$ cat src/rtl/sup_pkg.sv
package sup_pkg;

    // Number of synchronizer flops for every asynchronous input.
    localparam int unsigned SYNC_STAGES = 2;

    // Width of a counter that has to hold the value 'limit'.
    function automatic int unsigned cnt_bits(input int unsigned limit);
        return (limit < 2) ? 1 : $clog2(limit + 1);
    endfunction

endpackage

$ cat src/rtl/sup_sync.sv
module sup_sync #(
    parameter int unsigned   W       = 1,
    parameter logic [W-1:0]  RST_VAL = '0
) (
    input  logic         clk,
    input  logic         rst_n,
    input  logic [W-1:0] d_i,
    output logic [W-1:0] q_o
);
    import sup_pkg::*;

    for (genvar b = 0; b < W; b++) begin : g_bit
        logic [SYNC_STAGES-1:0] chain_d, chain_q;

        always_comb begin
            chain_d = {chain_q[SYNC_STAGES-2:0], d_i[b]};
        end

        always_ff @(posedge clk or negedge rst_n) begin
            if (!rst_n) chain_q <= {SYNC_STAGES{RST_VAL[b]}};
            else        chain_q <= chain_d;
        end

        assign q_o[b] = chain_q[SYNC_STAGES-1];
    end

endmodule

$ cat src/rtl/sup_tick.sv
module sup_tick #(
    parameter int unsigned CLKS_PER_TICK = 100000
) (
    input  logic clk,
    input  logic rst_n,
    output logic tick_o
);
    import sup_pkg::*;

    if (CLKS_PER_TICK <= 1) begin : g_every
        logic tick_d, tick_q;
        always_comb tick_d = 1'b1;
        always_ff @(posedge clk or negedge rst_n) begin
            if (!rst_n) tick_q <= 1'b0;
            else        tick_q <= tick_d;
        end
        assign tick_o = tick_q;
    end else begin : g_div
        localparam int unsigned W = cnt_bits(CLKS_PER_TICK - 1);
        localparam logic [W-1:0] LAST = W'(CLKS_PER_TICK - 1);

        typedef struct packed {
            logic [W-1:0] cnt;
            logic         tick;
        } tick_st_t;

        tick_st_t st_d, st_q;

        always_comb begin
            st_d = st_q;
            st_d.tick = 1'b0;
            if (st_q.cnt == LAST) begin
                st_d.cnt  = '0;
                st_d.tick = 1'b1;
            end else begin
                st_d.cnt = st_q.cnt + 1'b1;
            end
        end

        always_ff @(posedge clk or negedge rst_n) begin
            if (!rst_n) st_q <= '0;
            else        st_q <= st_d;
        end

        assign tick_o = st_q.tick;
    end

endmodule

$ cat src/rtl/sup_watchdog.sv
module sup_watchdog #(
    parameter int unsigned WDOG_TICKS = 1600
) (
    input  logic clk,
    input  logic rst_n,
    input  logic tick_i,
    input  logic strobe_i,
    input  logic enable_i,
    input  logic low_i,
    output logic expire_o,
    output logic ok_o
);
    import sup_pkg::*;

    localparam int unsigned W = cnt_bits(WDOG_TICKS);
    localparam logic [W-1:0] LAST = W'(WDOG_TICKS - 1);

    typedef struct packed {
        logic         prev;
        logic [W-1:0] cnt;
        logic         expire;
        logic         ok;
    } wd_st_t;

    wd_st_t st_d, st_q;
    logic   svc;

    always_comb begin
        st_d        = st_q;
        st_d.prev   = strobe_i;
        st_d.expire = 1'b0;
        svc         = strobe_i ^ st_q.prev;

        if (low_i || !enable_i) begin
            st_d.cnt = '0;
        end else if (svc) begin
            st_d.cnt = '0;
        end else if (tick_i) begin
            if (st_q.cnt == LAST) begin
                st_d.cnt    = '0;
                st_d.expire = 1'b1;
            end else begin
                st_d.cnt = st_q.cnt + 1'b1;
            end
        end

        if (svc || low_i)       st_d.ok = 1'b1;
        else if (st_d.expire)   st_d.ok = 1'b0;
    end

    always_ff @(posedge clk or negedge rst_n) begin
        if (!rst_n) st_q <= '{prev: 1'b0, cnt: '0, expire: 1'b0, ok: 1'b1};
        else        st_q <= st_d;
    end

    assign expire_o = st_q.expire;
    assign ok_o     = st_q.ok;

endmodule

$ cat src/rtl/sup_debounce.sv
module sup_debounce #(
    parameter int unsigned PB_TICKS = 40
) (
    input  logic clk,
    input  logic rst_n,
    input  logic tick_i,
    input  logic pb_low_i,
    output logic hold_o
);
    import sup_pkg::*;

    // One tick more than the nominal time, so a partial first tick
    // never shortens the qualification.
    localparam int unsigned THR = PB_TICKS + 1;
    localparam int unsigned W   = cnt_bits(THR);
    localparam logic [W-1:0] THR_V = W'(THR);

    typedef struct packed {
        logic [W-1:0] cnt;
        logic         hold;
    } db_st_t;

    db_st_t st_d, st_q;

    always_comb begin
        st_d = st_q;
        if (!pb_low_i) begin
            st_d.cnt = '0;
        end else if (tick_i && (st_q.cnt != THR_V)) begin
            st_d.cnt = st_q.cnt + 1'b1;
        end
        st_d.hold = pb_low_i && (st_d.cnt == THR_V);
    end

    always_ff @(posedge clk or negedge rst_n) begin
        if (!rst_n) st_q <= '0;
        else        st_q <= st_d;
    end

    assign hold_o = st_q.hold;

endmodule

$ cat src/rtl/sup_stretch.sv
module sup_stretch #(
    parameter int unsigned STRETCH_TICKS = 140
) (
    input  logic clk,
    input  logic rst_n,
    input  logic tick_i,
    input  logic hold_i,
    input  logic trig_i,
    output logic rst_n_o
);
    import sup_pkg::*;

    localparam int unsigned LOAD = STRETCH_TICKS + 1;
    localparam int unsigned W    = cnt_bits(LOAD);
    localparam logic [W-1:0] LOAD_V = W'(LOAD);

    typedef struct packed {
        logic [W-1:0] cnt;
        logic         active;
    } str_st_t;

    str_st_t st_d, st_q;

    always_comb begin
        st_d = st_q;
        if (hold_i || trig_i) begin
            st_d.cnt = LOAD_V;
        end else if (tick_i && (st_q.cnt != '0)) begin
            st_d.cnt = st_q.cnt - 1'b1;
        end
        st_d.active = hold_i || trig_i || (st_d.cnt != '0);
    end

    always_ff @(posedge clk or negedge rst_n) begin
        if (!rst_n) st_q <= '{cnt: LOAD_V, active: 1'b1};
        else        st_q <= st_d;
    end

    assign rst_n_o = ~st_q.active;

endmodule

$ cat src/rtl/rst_supervisor.sv
module rst_supervisor #(
    parameter int unsigned CLKS_PER_TICK = 100000,
    parameter int unsigned WDOG_TICKS    = 1600,
    parameter int unsigned STRETCH_TICKS = 140,
    parameter int unsigned PB_TICKS      = 40
) (
    input  logic clk,
    input  logic por_n,
    input  logic supply_low_i,
    input  logic wd_strobe_i,
    input  logic wd_enable_i,
    input  logic pb_n_i,
    output logic rst_n_o,
    output logic rst_o,
    output logic wd_ok_o
);
    localparam int unsigned N_ASYNC = 4;
    // Idle levels: supply fine, strobe low, watchdog off, button released.
    localparam logic [N_ASYNC-1:0] ASYNC_IDLE = 4'b0001;

    logic [N_ASYNC-1:0] async_in, async_s;
    logic low_s, strobe_s, en_s, pb_n_s;
    logic tick;
    logic wd_expire;
    logic pb_hold;
    logic hold_any;

    assign async_in = {supply_low_i, wd_strobe_i, wd_enable_i, pb_n_i};

    sup_sync #(.W(N_ASYNC), .RST_VAL(ASYNC_IDLE)) sync_i (
        .clk   (clk),
        .rst_n (por_n),
        .d_i   (async_in),
        .q_o   (async_s)
    );

    assign {low_s, strobe_s, en_s, pb_n_s} = async_s;

    sup_tick #(.CLKS_PER_TICK(CLKS_PER_TICK)) tick_i (
        .clk    (clk),
        .rst_n  (por_n),
        .tick_o (tick)
    );

    sup_watchdog #(.WDOG_TICKS(WDOG_TICKS)) wdog_i (
        .clk      (clk),
        .rst_n    (por_n),
        .tick_i   (tick),
        .strobe_i (strobe_s),
        .enable_i (en_s),
        .low_i    (low_s),
        .expire_o (wd_expire),
        .ok_o     (wd_ok_o)
    );

    sup_debounce #(.PB_TICKS(PB_TICKS)) pb_i (
        .clk      (clk),
        .rst_n    (por_n),
        .tick_i   (tick),
        .pb_low_i (~pb_n_s),
        .hold_o   (pb_hold)
    );

    assign hold_any = low_s | pb_hold;

    sup_stretch #(.STRETCH_TICKS(STRETCH_TICKS)) str_i (
        .clk     (clk),
        .rst_n   (por_n),
        .tick_i  (tick),
        .hold_i  (hold_any),
        .trig_i  (wd_expire),
        .rst_n_o (rst_n_o)
    );

    assign rst_o = ~rst_n_o;

endmodule

$ cat config.mk
export PLATFORM = sky130hd
export DESIGN_NAME = rst_supervisor
export DESIGN_NICKNAME = d
export VERILOG_FILES = /design/src/rtl/sup_pkg.sv /design/src/rtl/sup_sync.sv /design/src/rtl/sup_tick.sv /design/src/rtl/sup_watchdog.sv /design/src/rtl/sup_debounce.sv /design/src/rtl/sup_stretch.sv /design/src/rtl/rst_supervisor.sv
export SDC_FILE = /design/constraint.sdc
export NUM_CORES = 1
export LEC_CHECK = 0
export BUFFER_PORTS_ARGS = -buffer_cell sky130_fd_sc_hd__buf_2
export CAP_MARGIN = 20
export CORE_MARGIN = 4
export CORE_UTILIZATION = 45
export DETAILED_ROUTE_END_ITERATION = 8
export PLACE_DENSITY_LB_ADDON = 0.08
export SLEW_MARGIN = 25
export SYNTH_ARGS = -nofsm -noshare
export SYNTH_HDL_FRONTEND = slang
export SYNTH_SLANG_ARGS = --single-unit
$ cat constraint.sdc
create_clock -name clk -period 2 [get_ports clk]
set_clock_uncertainty 0.1 [all_clocks]
set_input_delay 0.6 -clock clk [delete_from_list [all_inputs] [get_ports clk]]
set_output_delay 0.6 -clock clk [all_outputs]
set_load 0.005 [all_outputs]
; ---- After elaboration in Yosys (flattened, before gate mapping)
; Index checks and enable logic that the tools add are counted.
[word_totals]
output_inout_bits = 3
regBits = 56
word_cells = 53
in_bits = 6
[op_classes]
reduce_logical = 12
bitwise = 4
muxes = 15
eq_ne = 4
add_sub_neg = 4
[ops]
columns = operator, count
row1 = 11-bit 2-to-1 mux, 3
row2 = 17-bit by 1-bit adder with 17-bit output (second input constant), 1
row3 = 17-bit == test (second input constant), 1
row4 = 17-bit 2-to-1 mux, 1
row5 = 8-bit 2-to-1 mux, 2
row6 = 8-bit nonzero test, 2
row7 = 12-bit 2-to-1 mux, 1
row8 = 6-bit 2-to-1 mux, 2
row9 = 11-bit by 1-bit adder with 11-bit output (second input constant), 1
row10 = 11-bit == test (second input constant), 1
row11 = 8-bit by 1-bit subtractor with 8-bit output (second input constant), 1
row12 = 6-bit by 1-bit adder with 6-bit output (second input constant), 1
row13 = 6-bit == test (second input constant), 1
row14 = 1-bit 2-to-1 mux, 6
row15 = 6-bit inequality test (second input constant), 1
row16 = 1-bit logical OR, 4
row17 = 1-bit logical AND, 3
row18 = 3-bit nonzero test, 1
row19 = 1-bit NOT, 2
row20 = 2-bit nonzero test, 1
row21 = 1-bit logical NOT, 1
row22 = 1-bit OR, 1
row23 = 1-bit bitwise XOR, 1

; ---- Depth between registers and ports, before layout
[logic_depth]
ltp_word = 7
mapped_depth = 6
depth_no_buf = 6

; ---- Cells and area by module
; Synthesis repeated with hierarchy kept, for this count alone.
[unflattened]
hier_cells = 272
area_unflattened_um2 = 2813.9
[by_module_without_submodules]
columns = mod, seq_area_each_um2, cells_each, area_each_um2, instances
row1 = sup_tick, 450.4, 75, 818.3, 1
row2 = sup_watchdog, 351.6, 80, 747.0, 1
row3 = sup_stretch, 231.5, 63, 581.8, 1
row4 = sup_debounce, 175.2, 39, 420.4, 1
row5 = sup_sync, 202.7, 12, 232.7, 1
row6 = rst_supervisor, 0.0, 3, 13.8, 1

; ---- Worst setup path before layout
; OpenSTA, ideal clock, no wires.
[synth_timing]
path_type = register to register
startpoint = reg str_i.st_q[1] (netlist name)
endpoint = reg str_i.st_q[0] (netlist name)
slack_ps = 159
t_arrival_ps = 1648
setup_time_ps = 92
stages_incl_launch_ff = 7
period_less_slack_ps = 1841
required_ps = 1808
path_buffers = 0
path_cell_list = dfstp_2 -> inv_1 -> ha_1 -> nor3b_1 -> a21oi_1 -> mux2i_1 -> nand4b_1
[synth_rtl]
columns = element, line
row1 = "start, declared", sup_stretch.sv:22  ; str_st_t st_d, st_q;
row2 = "start signal, assigned", sup_stretch.sv:35  ; if (!rst_n) st_q <= '{cnt: LOAD_V, active: 1'b1};
row3 = "start signal, assigned", sup_stretch.sv:36  ; else st_q <= st_d;

; ---- Final worst setup path
[layout_timing]
startpoint = reg wdog_i.st_q[10] (netlist name)
endpoint = reg wdog_i.st_q[11] (netlist name)
[layout_between]
elab_chain_len = 5
elab_cells_between_ends = 6
cone_classes = add/sub: 1 / eq/ne: 1 / mux: 4
[layout_lines]
columns = element, line
row1 = "start, declared", sup_watchdog.sv:25  ; wd_st_t st_d, st_q;
row2 = "start signal, assigned", sup_watchdog.sv:52  ; if (!rst_n) st_q <= '{prev: 1'b0, cnt: '0, expire: 1'b0, ok: 1'b1};
row3 = "start signal, assigned", sup_watchdog.sv:53  ; else st_q <= st_d;
row4 = 11-bit by 1-bit adder with 11-bit output or 11-bit == test (tied branches), "sup_watchdog.sv:43, sup_watchdog.sv:39"
row5 = 11-bit 2-to-1 mux (*), sup_watchdog.sv:39  ; if (st_q.cnt == LAST) begin
row6 = 12-bit 2-to-1 mux (*), sup_watchdog.sv:38  ; end else if (tick_i) begin
row7 = 11-bit 2-to-1 mux (*), sup_watchdog.sv:36  ; end else if (svc) begin
row8 = 11-bit 2-to-1 mux (*), sup_watchdog.sv:34  ; if (low_i || !enable_i) begin
; Every way passes the cells marked *; elsewhere a longest branch is shown, timed or not. The select of a mux whose other input is x is not followed.
; A chain may end at the register's enable or synchronous reset.

==> impl_metrics.csv <==
group,metric,value,unit
logic_synthesis,syn_area,2710,sq um
power_and_ir_drop,powerDensity,622,nW/um^2
clock_tree,hold_buffers,0,
clock_tree,clock-root-buffer,"clkbuf_8",
power_and_ir_drop,ir_drop,0.554,mV
logic_synthesis,synth_top_area_share,44.3,%
die,initial_core_util,47.7,%
die,die_h,85.6,microns
route,vias_per_cell,5.41,
timing,slew_headroom,66.7,%
critical_path,cp-start-kind,"register",
logic_synthesis,synth_top_area_cell,"dfrtp_1",
route,drt-pass1-iter-count,4,
timing,setup_ws,0.0951,ns
finish,synthToLayoutAreaGrowth,13.9,%
clock_tree,cts_tree,"yes",
route,drc,0,
global_routing,grt_pass1_vias,1917,
logic_synthesis,ys.flop_type,"dfrtp_1",
timing,max_slew.worst_pin.slew,0.496,ns
logic_synthesis,yosys_warnings,0,
die,coreArea,5680,sq um
critical_path,cp_max_fo,8,
finish,seqCellArea,1410,sq um
critical_path,crit_type,"reg -> reg",
flow_run,max-cap-violations,0,
timing,rsz0062_at_grt,"no",
critical_path,worstPathRequired,2.10,ns
finish,antenna_cells,0,
clock_tree,clk_latency,0.30,ns
critical_path,cp.arrival,2.00,ns
route,drt_iter0_drc,90,
timing,setup_viol,0,
route,post_drt_wl_per_cell,13.2,microns
worst_hold_path,hold_class,"in -> async",
global_routing,antenna_found_initial,0,
logic_synthesis,synth_seq_cells,56,
route,finalWirelength,4710,microns
timing,slew_violations,0,
clock_tree,cts.sinks,56,
die,row_count,27,
global_routing,overflow,0,
logic_synthesis,synth-edff-count,0,
timing,fmax,525,MHz
timing,period_share,95.2,%
timing,min_period,1.90,ns
logic_synthesis,synth_nets,268,
logic_synthesis,seq_area_frac_synth,52.1,%
die,fp.dieW,85.6,microns
clock_tree,htree_levels,2,
place,place_congestion,0.767,
die,ios,9,
finish,multi_input_area,1240,sq um
finish,layout_commonest_cell,"dfrtp_1",
critical_path,crit_path_end_kind,"register",
place,post-place-ws,-0.0377,ns
finish,layout_common_cells,"dfrtp_1, nor2_1, nand2_1",
clock_tree,cts-buffers-inserted,5,
outcome,status,"finished clean",
finish,nFillCells,508,
timing,hold_ws,0.168,ns
global_routing,grt_pass1_wl,8500,microns
global_routing,gr-usage-all-layers,14.2,%
logic_synthesis,synthCells,256,
power_and_ir_drop,p_leak,0.00134,uW
logic_synthesis,netlist_top_cells_area,"dfrtp_1, dfstp_2, xnor2_1",
clock_tree,cts_buffer_depth,2,
place,io_buffer_count,8,
route,postRouteAntennaNets,0,
clock_tree,post_cts_buffers,0,
place,dpl.hpwl,3380,microns
logic_synthesis,syn_avg_cell_area,10.6,sq um
finish,final_nets,297,
route,vias,1937,
clock_tree,cts.clk_slew.worst_paths,0.10,ns
die,die-area,7320,sq um
finish,drive_gt1_share,20.3,%
logic_synthesis,synth_cell_types,50,
global_routing,grt_max_degree,57,
timing,hold_viol,0,
logic_synthesis,synth-async-reset-ratio,100,%
area by class of cell:
cell class	instances	area share, %
Clock inverter	3	1.38
Timing Repair Buffer	25	5.84
Sequential cell	56	45.7
Inverter	13	1.58
Tap cell	72	2.92
Multi-Input combinational cell	184	40.3
Clock buffer	5	2.23
registers in the layout, indices dropped and copies added (netlist names):
signal                cells
str_i.st_q                9
wdog_i.ok_o               1
pb_i.st_q                 6
tick_i.tick_o             1
tick_i.g_div.st_q        17
pb_i.hold_o               1
wdog_i.expire_o           1
wdog_i.st_q              12
sync_i.g_bit.chain_q      8
critical path, cell delays in order (launching register included):
cell and delay [ns]:
dfrtp_1 0.39, or3_4 0.40, nor4_4 0.46, nor2_2 0.11
a221o_1 0.33
where the power goes:
group	internal [uW]	leakage, uW	switching, uW	total (uW)
logic	11.9	0.000559	31.7	43.7
clock network	371	0.0000541	358	729
registers	1140	0.000724	5.35	1150
total	1530	0.00134	395	1920
path summary, 6_finish.rpt:
check	startpoint	slack, ns	cells past startpoint	to
worst min register to register	sync_i.g_bit[3].chain_q[0]	0.26	0	sync_i.g_bit[3].chain_q[1]
worst max-delay path	wdog_i.st_q[10]	0.1	4	wdog_i.st_q[11]
min in group clk	sync_i.g_bit[3].chain_q[0]	0.26	0	sync_i.g_bit[3].chain_q[1]
worst max register to register	wdog_i.st_q[10]	0.1	4	wdog_i.st_q[11]
max in group asynchronous	por_n	1.33	2	sync_i.g_bit[0].chain_q[0]
worst min-delay path	por_n	0.17	2	str_i.st_q[6]
synth_stat cells (all sizes together) (2+ instances only):
library cell,instances
or4,3
nand3,12
and3,6
ha,6
a21oi,8
xor2,9
nand2,18
inv,13
nand4b,3
or2,5
xnor2,13
dfstp,8
or3,8
a221o,2
nor4,6
nor2,22
o21ai,7
nand4,12
mux2i,4
nor4b,2
a21o,2
clkbuf,2
nor2b,3
nor3,8
and2,2
dfrtp,48
a211oi,4
o31ai,2
a211o,3
per-layer routing:
metal  routed length, microns  global-route usage [%]
met5                        0                       0
met1                     2390                    19.7
met3                      136                    3.17
met2                     2160                    22.6
met4                       29                    3.74
repair_timing:
action,4_1_cts,5_1_grt
resized for setup,1,1
endpoints found under the setup margin,3,4
pin swaps,0,1
per-stage QoR:
stage | power, uW | util (%) | instances | setup TNS (ns) | area, sq um
2_1_floorplan | 1180 | - | 256 | 0 | 2710
3_3_place_gp | 1220 | 52.3 | 350 | 0 | 2970
3_5_place_dp | 1220 | 52.3 | 350 | -0.0434 | 2970
4_1_cts | 1960 | 54.3 | 358 | 0 | 3080
5_1_grt | 2020 | 54.4 | 358 | 0 | 3090
6_report | 1920 | 54.4 | 358 | 0 | 3090
logic make-up (layout without fill, tap and decap cells):
| logic type | Yosys count | in the layout | synth area share [%] |
|---|---|---|---|
| flip-flops | 56 | 56 | 52.1 |
| multiplexers | 5 | 5 | 1.89 |
| AO/OA/AOI/OAI | 35 | 35 | 9.15 |
| XOR/XNOR | 22 | 22 | 7.11 |
| buffers and inverters | 16 | 46 | 2.26 |
| AND/OR/NAND/NOR | 116 | 116 | 24.7 |
| adder cells (fa/ha/maj) | 6 | 6 | 2.77 |
(Power assumes the default switching activity.)
